===== config.mk =====
export PLATFORM = sky130hd
export DESIGN_NAME = irq_route_regfile
export DESIGN_NICKNAME = d
export VERILOG_FILES = /design/src/rtl/irq_rf_pkg.sv /design/src/rtl/irq_rf_decode.sv /design/src/rtl/irq_rf_table.sv /design/src/rtl/irq_route_regfile.sv
export SDC_FILE = /design/constraint.sdc
export NUM_CORES = 2
export LEC_CHECK = 0
export ABC_AREA = 0
export BUFFER_PORTS_ARGS = -buffer_cell sky130_fd_sc_hd__buf_2
export CORE_AREA = 2 2 633 635
export CTS_CLUSTER_DIAMETER = 30
export DETAILED_ROUTE_END_ITERATION = 16
export DIE_AREA = 0 0 635 637
export GPL_TIMING_DRIVEN = 0
export PLACE_DENSITY = 0.31
export SYNTH_ARGS = -nofsm -noshare
export SYNTH_HDL_FRONTEND = slang
export SYNTH_HIERARCHICAL = 1
export SYNTH_SLANG_ARGS = --single-unit

===== constraint.sdc =====
create_clock -name clk -period 4.3 [get_ports clk]
set_input_delay 0.215 -clock clk [delete_from_list [all_inputs] [get_ports clk]]
set_output_delay 0.215 -clock clk [all_outputs]
set_load 0.02 [all_outputs]

===== src/rtl/irq_rf_pkg.sv =====
package irq_rf_pkg;
    localparam logic [7:0]  OFF_SEL   = 8'h00;
    localparam logic [7:0]  OFF_WIN   = 8'h10;
    localparam logic [7:0]  SEL_ID    = 8'h00;
    localparam logic [7:0]  SEL_VER   = 8'h01;
    localparam logic [7:0]  SEL_ARB   = 8'h02;
    localparam logic [7:0]  SEL_TBL   = 8'h10;
    localparam logic [7:0]  VER_CODE  = 8'h11;
    localparam int          BIT_DS    = 12;
    localparam int          BIT_IRR   = 14;
    localparam logic [31:0] LO_KEEP   = 32'h0000_5000;
    localparam logic [63:0] ENTRY_RST = 64'h0000_0000_0001_0000;

    typedef enum logic [2:0] {
        TGT_NONE,
        TGT_ID,
        TGT_VER,
        TGT_ARB,
        TGT_LO,
        TGT_HI
    } tgt_e;
endpackage


===== src/rtl/irq_rf_decode.sv =====
module irq_rf_decode
    import irq_rf_pkg::*;
#(
    parameter int N      = 24,
    parameter int ADDR_W = 8,
    parameter int IDX_W  = $clog2(N)
) (
    input  logic [ADDR_W-1:0] addr,
    input  logic [7:0]        sel,
    output logic              hit_sel,
    output logic              hit_win,
    output tgt_e              tgt,
    output logic [IDX_W-1:0]  idx
);
    localparam logic [7:0] TBL_END = SEL_TBL + 8'(2 * N);

    logic [7:0] rel;

    assign hit_sel = (addr == ADDR_W'(OFF_SEL));
    assign hit_win = (addr == ADDR_W'(OFF_WIN));
    assign rel     = sel - SEL_TBL;

    always_comb begin
        tgt = TGT_NONE;
        idx = '0;
        if (sel == SEL_ID) begin
            tgt = TGT_ID;
        end else if (sel == SEL_VER) begin
            tgt = TGT_VER;
        end else if (sel == SEL_ARB) begin
            tgt = TGT_ARB;
        end else if (sel >= SEL_TBL && sel < TBL_END) begin
            tgt = sel[0] ? TGT_HI : TGT_LO;
            idx = IDX_W'(rel >> 1);
        end
    end
endmodule


===== src/rtl/irq_rf_table.sv =====
module irq_rf_table
    import irq_rf_pkg::*;
#(
    parameter int N     = 24,
    parameter int IDX_W = $clog2(N)
) (
    input  logic             clk,
    input  logic             rst_n,
    input  logic             wr_en,
    input  logic             wr_hi,
    input  logic [IDX_W-1:0] wr_idx,
    input  logic [31:0]      wr_data,
    input  logic             upd_valid,
    input  logic [IDX_W-1:0] upd_idx,
    input  logic             upd_ds_we,
    input  logic             upd_ds_val,
    input  logic             upd_irr_we,
    input  logic             upd_irr_val,
    input  logic [IDX_W-1:0] rd_idx,
    input  logic             rd_hi,
    output logic [31:0]      rd_data,
    output logic [N*64-1:0]  entries_o
);
    typedef struct packed {
        logic [N-1:0][63:0] ent;
    } tbl_t;

    tbl_t st_d, st_q;

    always_comb begin
        st_d = st_q;
        if (wr_en) begin
            if (wr_hi) begin
                st_d.ent[wr_idx][63:32] = wr_data;
            end else begin
                st_d.ent[wr_idx][31:0] = (st_q.ent[wr_idx][31:0] & LO_KEEP)
                                       | (wr_data & ~LO_KEEP);
            end
        end
        if (upd_valid) begin
            if (upd_ds_we)  st_d.ent[upd_idx][BIT_DS]  = upd_ds_val;
            if (upd_irr_we) st_d.ent[upd_idx][BIT_IRR] = upd_irr_val;
        end
    end

    always_ff @(posedge clk) begin
        if (!rst_n) begin
            for (int i = 0; i < N; i++) st_q.ent[i] <= ENTRY_RST;
        end else begin
            st_q <= st_d;
        end
    end

    assign rd_data = rd_hi ? st_q.ent[rd_idx][63:32] : st_q.ent[rd_idx][31:0];

    for (genvar g = 0; g < N; g++) begin : g_out
        assign entries_o[g*64 +: 64] = st_q.ent[g];
    end

    // Checker state captured at each edge for the properties below
    logic             kept_q;
    logic [IDX_W-1:0] kept_idx_q;
    logic [1:0]       kept_st_q;
    logic             eng_q;
    logic [IDX_W-1:0] eng_idx_q;
    logic             eng_val_q;

    always_ff @(posedge clk) begin
        if (!rst_n) begin
            kept_q     <= 1'b0;
            kept_idx_q <= '0;
            kept_st_q  <= '0;
            eng_q      <= 1'b0;
            eng_idx_q  <= '0;
            eng_val_q  <= 1'b0;
        end else begin
            kept_q     <= wr_en && !wr_hi && !(upd_valid && upd_idx == wr_idx);
            kept_idx_q <= wr_idx;
            kept_st_q  <= {st_q.ent[wr_idx][BIT_IRR], st_q.ent[wr_idx][BIT_DS]};
            eng_q      <= upd_valid && upd_ds_we;
            eng_idx_q  <= upd_idx;
            eng_val_q  <= upd_ds_val;
        end
    end


    status_keep_chk: assert property (@(posedge clk) disable iff (!rst_n)
        kept_q |-> {entries_o[64*kept_idx_q + BIT_IRR], entries_o[64*kept_idx_q + BIT_DS]} == kept_st_q);


    engine_wins_chk: assert property (@(posedge clk) disable iff (!rst_n)
        eng_q |-> entries_o[64*eng_idx_q + BIT_DS] == eng_val_q);
endmodule


===== src/rtl/irq_route_regfile.sv =====
module irq_route_regfile
    import irq_rf_pkg::*;
#(
    parameter int N = 24,
    localparam int IDX_W = $clog2(N)
) (
    input  logic             clk,
    input  logic             rst_n,
    input  logic             bus_valid,
    input  logic             bus_write,
    input  logic [7:0]       bus_addr,
    input  logic [2:0]       bus_bytes,
    input  logic [31:0]      bus_wdata,
    output logic [31:0]      bus_rdata,
    output logic             bus_rvalid,
    input  logic             upd_valid,
    input  logic [IDX_W-1:0] upd_idx,
    input  logic             upd_ds_we,
    input  logic             upd_ds_val,
    input  logic             upd_irr_we,
    input  logic             upd_irr_val,
    output logic [N*64-1:0]  entries_o
);
    localparam logic [31:0] VER_WORD = {8'h00, 8'(N - 1), 8'h00, VER_CODE};

    typedef struct packed {
        logic [31:0] sel;
        logic [3:0]  id;
        logic [31:0] rdata;
        logic        rvalid;
    } top_t;

    top_t st_d, st_q;

    logic             acc;
    logic             hit_sel, hit_win;
    tgt_e             tgt;
    logic [IDX_W-1:0] idx;
    logic [31:0]      tbl_rd;
    logic             tbl_we;

    assign acc = bus_valid && (bus_bytes == 3'd4);

    irq_rf_decode #(.N(N), .ADDR_W(8), .IDX_W(IDX_W)) u_dec (
        .addr    (bus_addr),
        .sel     (st_q.sel[7:0]),
        .hit_sel (hit_sel),
        .hit_win (hit_win),
        .tgt     (tgt),
        .idx     (idx)
    );

    assign tbl_we = acc && hit_win && bus_write && (tgt == TGT_LO || tgt == TGT_HI);

    irq_rf_table #(.N(N), .IDX_W(IDX_W)) u_tbl (
        .clk         (clk),
        .rst_n       (rst_n),
        .wr_en       (tbl_we),
        .wr_hi       (tgt == TGT_HI),
        .wr_idx      (idx),
        .wr_data     (bus_wdata),
        .upd_valid   (upd_valid),
        .upd_idx     (upd_idx),
        .upd_ds_we   (upd_ds_we),
        .upd_ds_val  (upd_ds_val),
        .upd_irr_we  (upd_irr_we),
        .upd_irr_val (upd_irr_val),
        .rd_idx      (idx),
        .rd_hi       (tgt == TGT_HI),
        .rd_data     (tbl_rd),
        .entries_o   (entries_o)
    );

    always_comb begin
        st_d        = st_q;
        st_d.rvalid = 1'b0;
        st_d.rdata  = '0;
        if (acc && hit_sel) begin
            if (bus_write) begin
                st_d.sel = bus_wdata;
            end else begin
                st_d.rvalid = 1'b1;
                st_d.rdata  = st_q.sel;
            end
        end else if (acc && hit_win) begin
            if (bus_write) begin
                if (tgt == TGT_ID) st_d.id = bus_wdata[27:24];
            end else begin
                st_d.rvalid = 1'b1;
                unique case (tgt)
                    TGT_ID, TGT_ARB: st_d.rdata = {4'h0, st_q.id, 24'h0};
                    TGT_VER:         st_d.rdata = VER_WORD;
                    TGT_LO, TGT_HI:  st_d.rdata = tbl_rd;
                    default:         st_d.rdata = '0;
                endcase
            end
        end
    end

    always_ff @(posedge clk) begin
        if (!rst_n) st_q <= '0;
        else        st_q <= st_d;
    end

    assign bus_rdata  = st_q.rdata;
    assign bus_rvalid = st_q.rvalid;


    bad_size_chk: assert property (@(posedge clk) disable iff (!rst_n)
        (bus_valid && bus_bytes != 3'd4) |=> !bus_rvalid);


    rvalid_src_chk: assert property (@(posedge clk) disable iff (!rst_n)
        bus_rvalid |-> $past(bus_valid && !bus_write));


    sel_hold_chk: assert property (@(posedge clk) disable iff (!rst_n)
        !(bus_valid && bus_write && bus_addr == OFF_SEL) |=> $stable(st_q.sel));


    id_hold_chk: assert property (@(posedge clk) disable iff (!rst_n)
        !(bus_valid && bus_write && bus_addr == OFF_WIN) |=> $stable(st_q.id));
endmodule


==> impl_metrics.csv <==
group,metric,value,unit
layout,area_growth,54.9,%
worst_setup_path,cp_max_fo,11,
yosys,yosysUniqueCellTypes,66,
yosys,seq_area_frac_synth,44.3,%
sta,fin_ws,-0.0675,ns
grt,grt_max_degree,17,
yosys,synth.largest_area_cell,"dfxtp_1",
detailed_routing,routed-via-count,82300,
grt,grt_pass1_wl,897000,um
sta,slew_violations,11,
worst_setup_path,worstSetupStartpoint,"st_q[42]",
yosys,synth_top_cell_area_share,44.3,%
place,dp.final_hpwl,594000,um
place,globalplace.congestion,0.963,
pwr,p_per_area,509,mW/mm^2
worst_setup_path,ff2ff_path_depth,14,
layout,final-instance-count-excl-fill,16600,
place,placed_area,0.0891,sq mm
worst_hold_path,hold_class,"in2reg",
worst_setup_path,rrSetupSlack,-0.07,ns
worst_setup_path,cp.arrival,5.26,ns
pwr,p_sw_share,23.9,%
cts,path_clk_slew,0.04,ns
cts,cts_made_buffers,563,
floorplanning,ios,1626,
sta,finalHoldViolations,2,
floorplanning,initial_core_util,18.2,%
pwr,ir_drop,0.000309,V
outcome,violations,"hold timing, capacitance limit, slew limit, setup timing",
detailed_routing,wire_per_inst,43.8,um
place,dp_cells,15400,
detailed_routing,routed_wl,729000,um
yosys,syn_inst,8425,
yosys,ys.warnings.count,6,
yosys,synth_common_cells,"nand2_1, dfxtp_1, a21boi_0",
yosys,ys.flop_type,"dfxtp_1",
yosys,async_flop_share,0,%
detailed_routing,drtIter0Drc,10100,
sta,period_minus_slack,4.37,ns
outcome,status,"finished, violations left",
sta,whs,-0.0155,ns
floorplanning,dieArea,0.404,sq mm
sta,relSlewSlack,-0.508,%
grt,grt_pass1_vias,77800,
worst_setup_path,end_kind,"flip-flop",
cts,cts_max_path_buffers,4,
yosys,synth_seq_cells,1605,
sta,timing.final.crit_share,102,%
grt,antenna_found_initial,171,
worst_setup_path,crit_required,5.19,ns
flow_run,max_cap_viol_count,1,
sta,skew,0.0408,ns
floorplanning,die_y,637,um
pwr,clockPowerShare,70.3,%
sta,worstMarginPinSlew,1.51,ns
detailed_routing,drt_pass1_iterations,5,
grt,grt_util_all_layers,34.5,%
cts,htreeDepth,6,
layout,drive_above_1_share,32.6,%
sta,fin_tns_setup,-0.305,ns
floorplanning,rows,232,
cts,cts-root-buf,"clkbuf_16",
cts,insertion_delay,1.06,ns
yosys,synth_edf_count,0,
sta,setup_violations,13,
worst_setup_path,crit_type,"reg2reg",
detailed_routing,viasPerCell,4.95,
yosys,postSynthAreaPerCell,8.61,sq um
sta,fmax,229,MHz
worst_hold_path,hp-start,"upd_ds_val",
worst_setup_path,rr_endpoint,"bus_rdata[30]",
yosys,synth_area_leaders,"dfxtp_1, nand2_1, a21boi_0",
place,portBuffers,1622,
pwr,seqPwrFrac,26.2,%
cts,cts_sinks,1605,
layout,stdcell_area,0.112,sq mm
detailed_routing,drc,0,
worst_setup_path,worstSetupStartpointType,"flip-flop",
pwr,combPwrFrac,3.6,%
worst_setup_path,endpoint,"bus_rdata[30]",
floorplanning,die_w,635,um
floorplanning,core-area,0.398,sq mm
yosys,netlist_area,0.0726,sq mm
detailed_routing,antenna_left,0,
worst_setup_path,r2r_start,"st_q[42]",
yosys,synth_most_common_cell,"nand2_1",
pwr,internal-power,43.5,mW
yosys,postSynthNetCount,8485,
layout,final_nets,10900,
pwr,power_switching,13.6,mW
pwr,p_leak,43.9,nW
cts,tritoncts,"done",
grt,overflow,0,
-- area by class of cell --
class                      instances  area, sq um
clock inverter                   149         1910
clock buffer                     841        16700
timing repair buffer            1899        11600
fill                           42500       286000
multi-input combinational       5963        38400
antenna                           55          138
tap                             5265         6590
inverter                           5         22.5
sequential                      1605        32100
buffer                           845         4890
-- cells in the final DEF, fill, tap and decap left out, types with 18 or more instances in the layout --
cell type / netlist / routed
nand2_1: 3096 / 3087
buf_2: 119 / 1685
dfxtp_1: 1605 / 1601
a21boi_0: 1154 / 1154
clkbuf_1: 658 / 599
clkbuf_16: 0 / 585
a21boi_1: 310 / 310
mux4_2: 297 / 297
clkbuf_2: 1 / 154
clkbuf_8: 0 / 148
buf_4: 62 / 128
nor2_1: 141 / 120
a21oi_1: 126 / 118
dlygate4sd3_1: 0 / 97
mux2_2: 96 / 96
nand3_1: 106 / 76
clkinv_2: 0 / 76
buf_12: 0 / 75
o22ai_1: 105 / 63
mux2i_1: 59 / 59
nor2b_1: 61 / 58
diode_2: 0 / 55
a211oi_1: 78 / 53
buf_6: 6 / 51
o21ai_0: 50 / 50
nand3_2: 15 / 33
o22ai_2: 0 / 31
o21ai_1: 31 / 30
bufinv_16: 0 / 28
nand4_1: 27 / 27
buf_8: 3 / 24
a22o_1: 32 / 23
buf_16: 0 / 22
a21oi_2: 15 / 18
-- through the flow --
stage	power [mW]	util [%]	setup slack [ns]
3_5_place_dp	17.1	22.4	-3.46
4_1_cts	57.3	28.1	-0.105
2_1_floorplan	15.8	-	0.332
5_1_grt	58.2	28.2	-0.0285
3_3_place_gp	17.0	21.9	-7.11
6_report	57.2	28.2	-0.0675
-- critical path: stages (launching register included) --
cell and delay (ns):
dfxtp_2 0.36, inv_2 0.08, ha_2 0.20, nor3_4 0.26, and2_2 0.25, buf_6 0.24, buf_16 0.20, buf_16 0.22
buf_16 0.25, buf_6 0.26, mux4_2 0.38, o22ai_1 0.94, o32ai_1 0.23, nand4_1 0.14, a21oi_2 0.08
-- metal layers --
metal  share of wire, %  track usage (%)  vias up
li1                   -                -    33800
met1                 40             42.2    42100
met2                 44             53.1     5137
met3                9.3             10.0     1222
met4                7.2             21.2       16
met5              0.031            0.213        -
-- worst min-delay path by stage --
stage / end / slack (ns) / cells past startpoint
after CTS: u_tbl/entries_o[1228] / 0.03 / 5
after floorplan: st_q[33] / 0.36 / 2
after detailed placement: bus_rdata[23] / 0.45 / 2
after global routing: u_tbl/entries_o[1356] / 0.06 / 5
final: u_tbl/entries_o[1164] / -0.02 / 5
after global placement: bus_rdata[22] / 0.46 / 2
-- power groups by stage --
stage	logic (mW)	registers [mW]	clock network (mW)
after detailed placement	1.92	15.2	0
final	2.03	15.0	40.2
after CTS	1.98	15.0	40.4
after floorplan	0.554	15.2	0
after global placement	1.78	15.2	0
after global routing	1.97	15.0	41.3
-- repair_timing --
item | in CTS | in global routing
hold buffers | 96 | 1
buffers inserted | 67 | 22
endpoints found under the hold margin | 249 | 1
setup endpoints to repair | 1520 | 735
pin swaps | 55 | 26
cloned | 1 | 3
resized for setup | 552 | 68
-- cells by family (layout without fill, tap and decap cells) --
| group | count (synthesis) | after routing | synth area share (%) |
|---|---|---|---|
| buffers and inverters | 858 | 3739 | 5.08 |
| other | 0 | 55 | 0 |
| AND/OR/NAND/NOR | 3544 | 3545 | 19.4 |
| adder cells (fa/ha/maj) | 3 | 3 | 0.0517 |
| flip-flops | 1605 | 1605 | 44.3 |
| multiplexers | 452 | 452 | 11.5 |
| XOR/XNOR | 1 | 1 | 0.0121 |
| AO/OA/AOI/OAI | 1962 | 1962 | 19.6 |
Note: power is estimated with default switching activity, not from simulation.
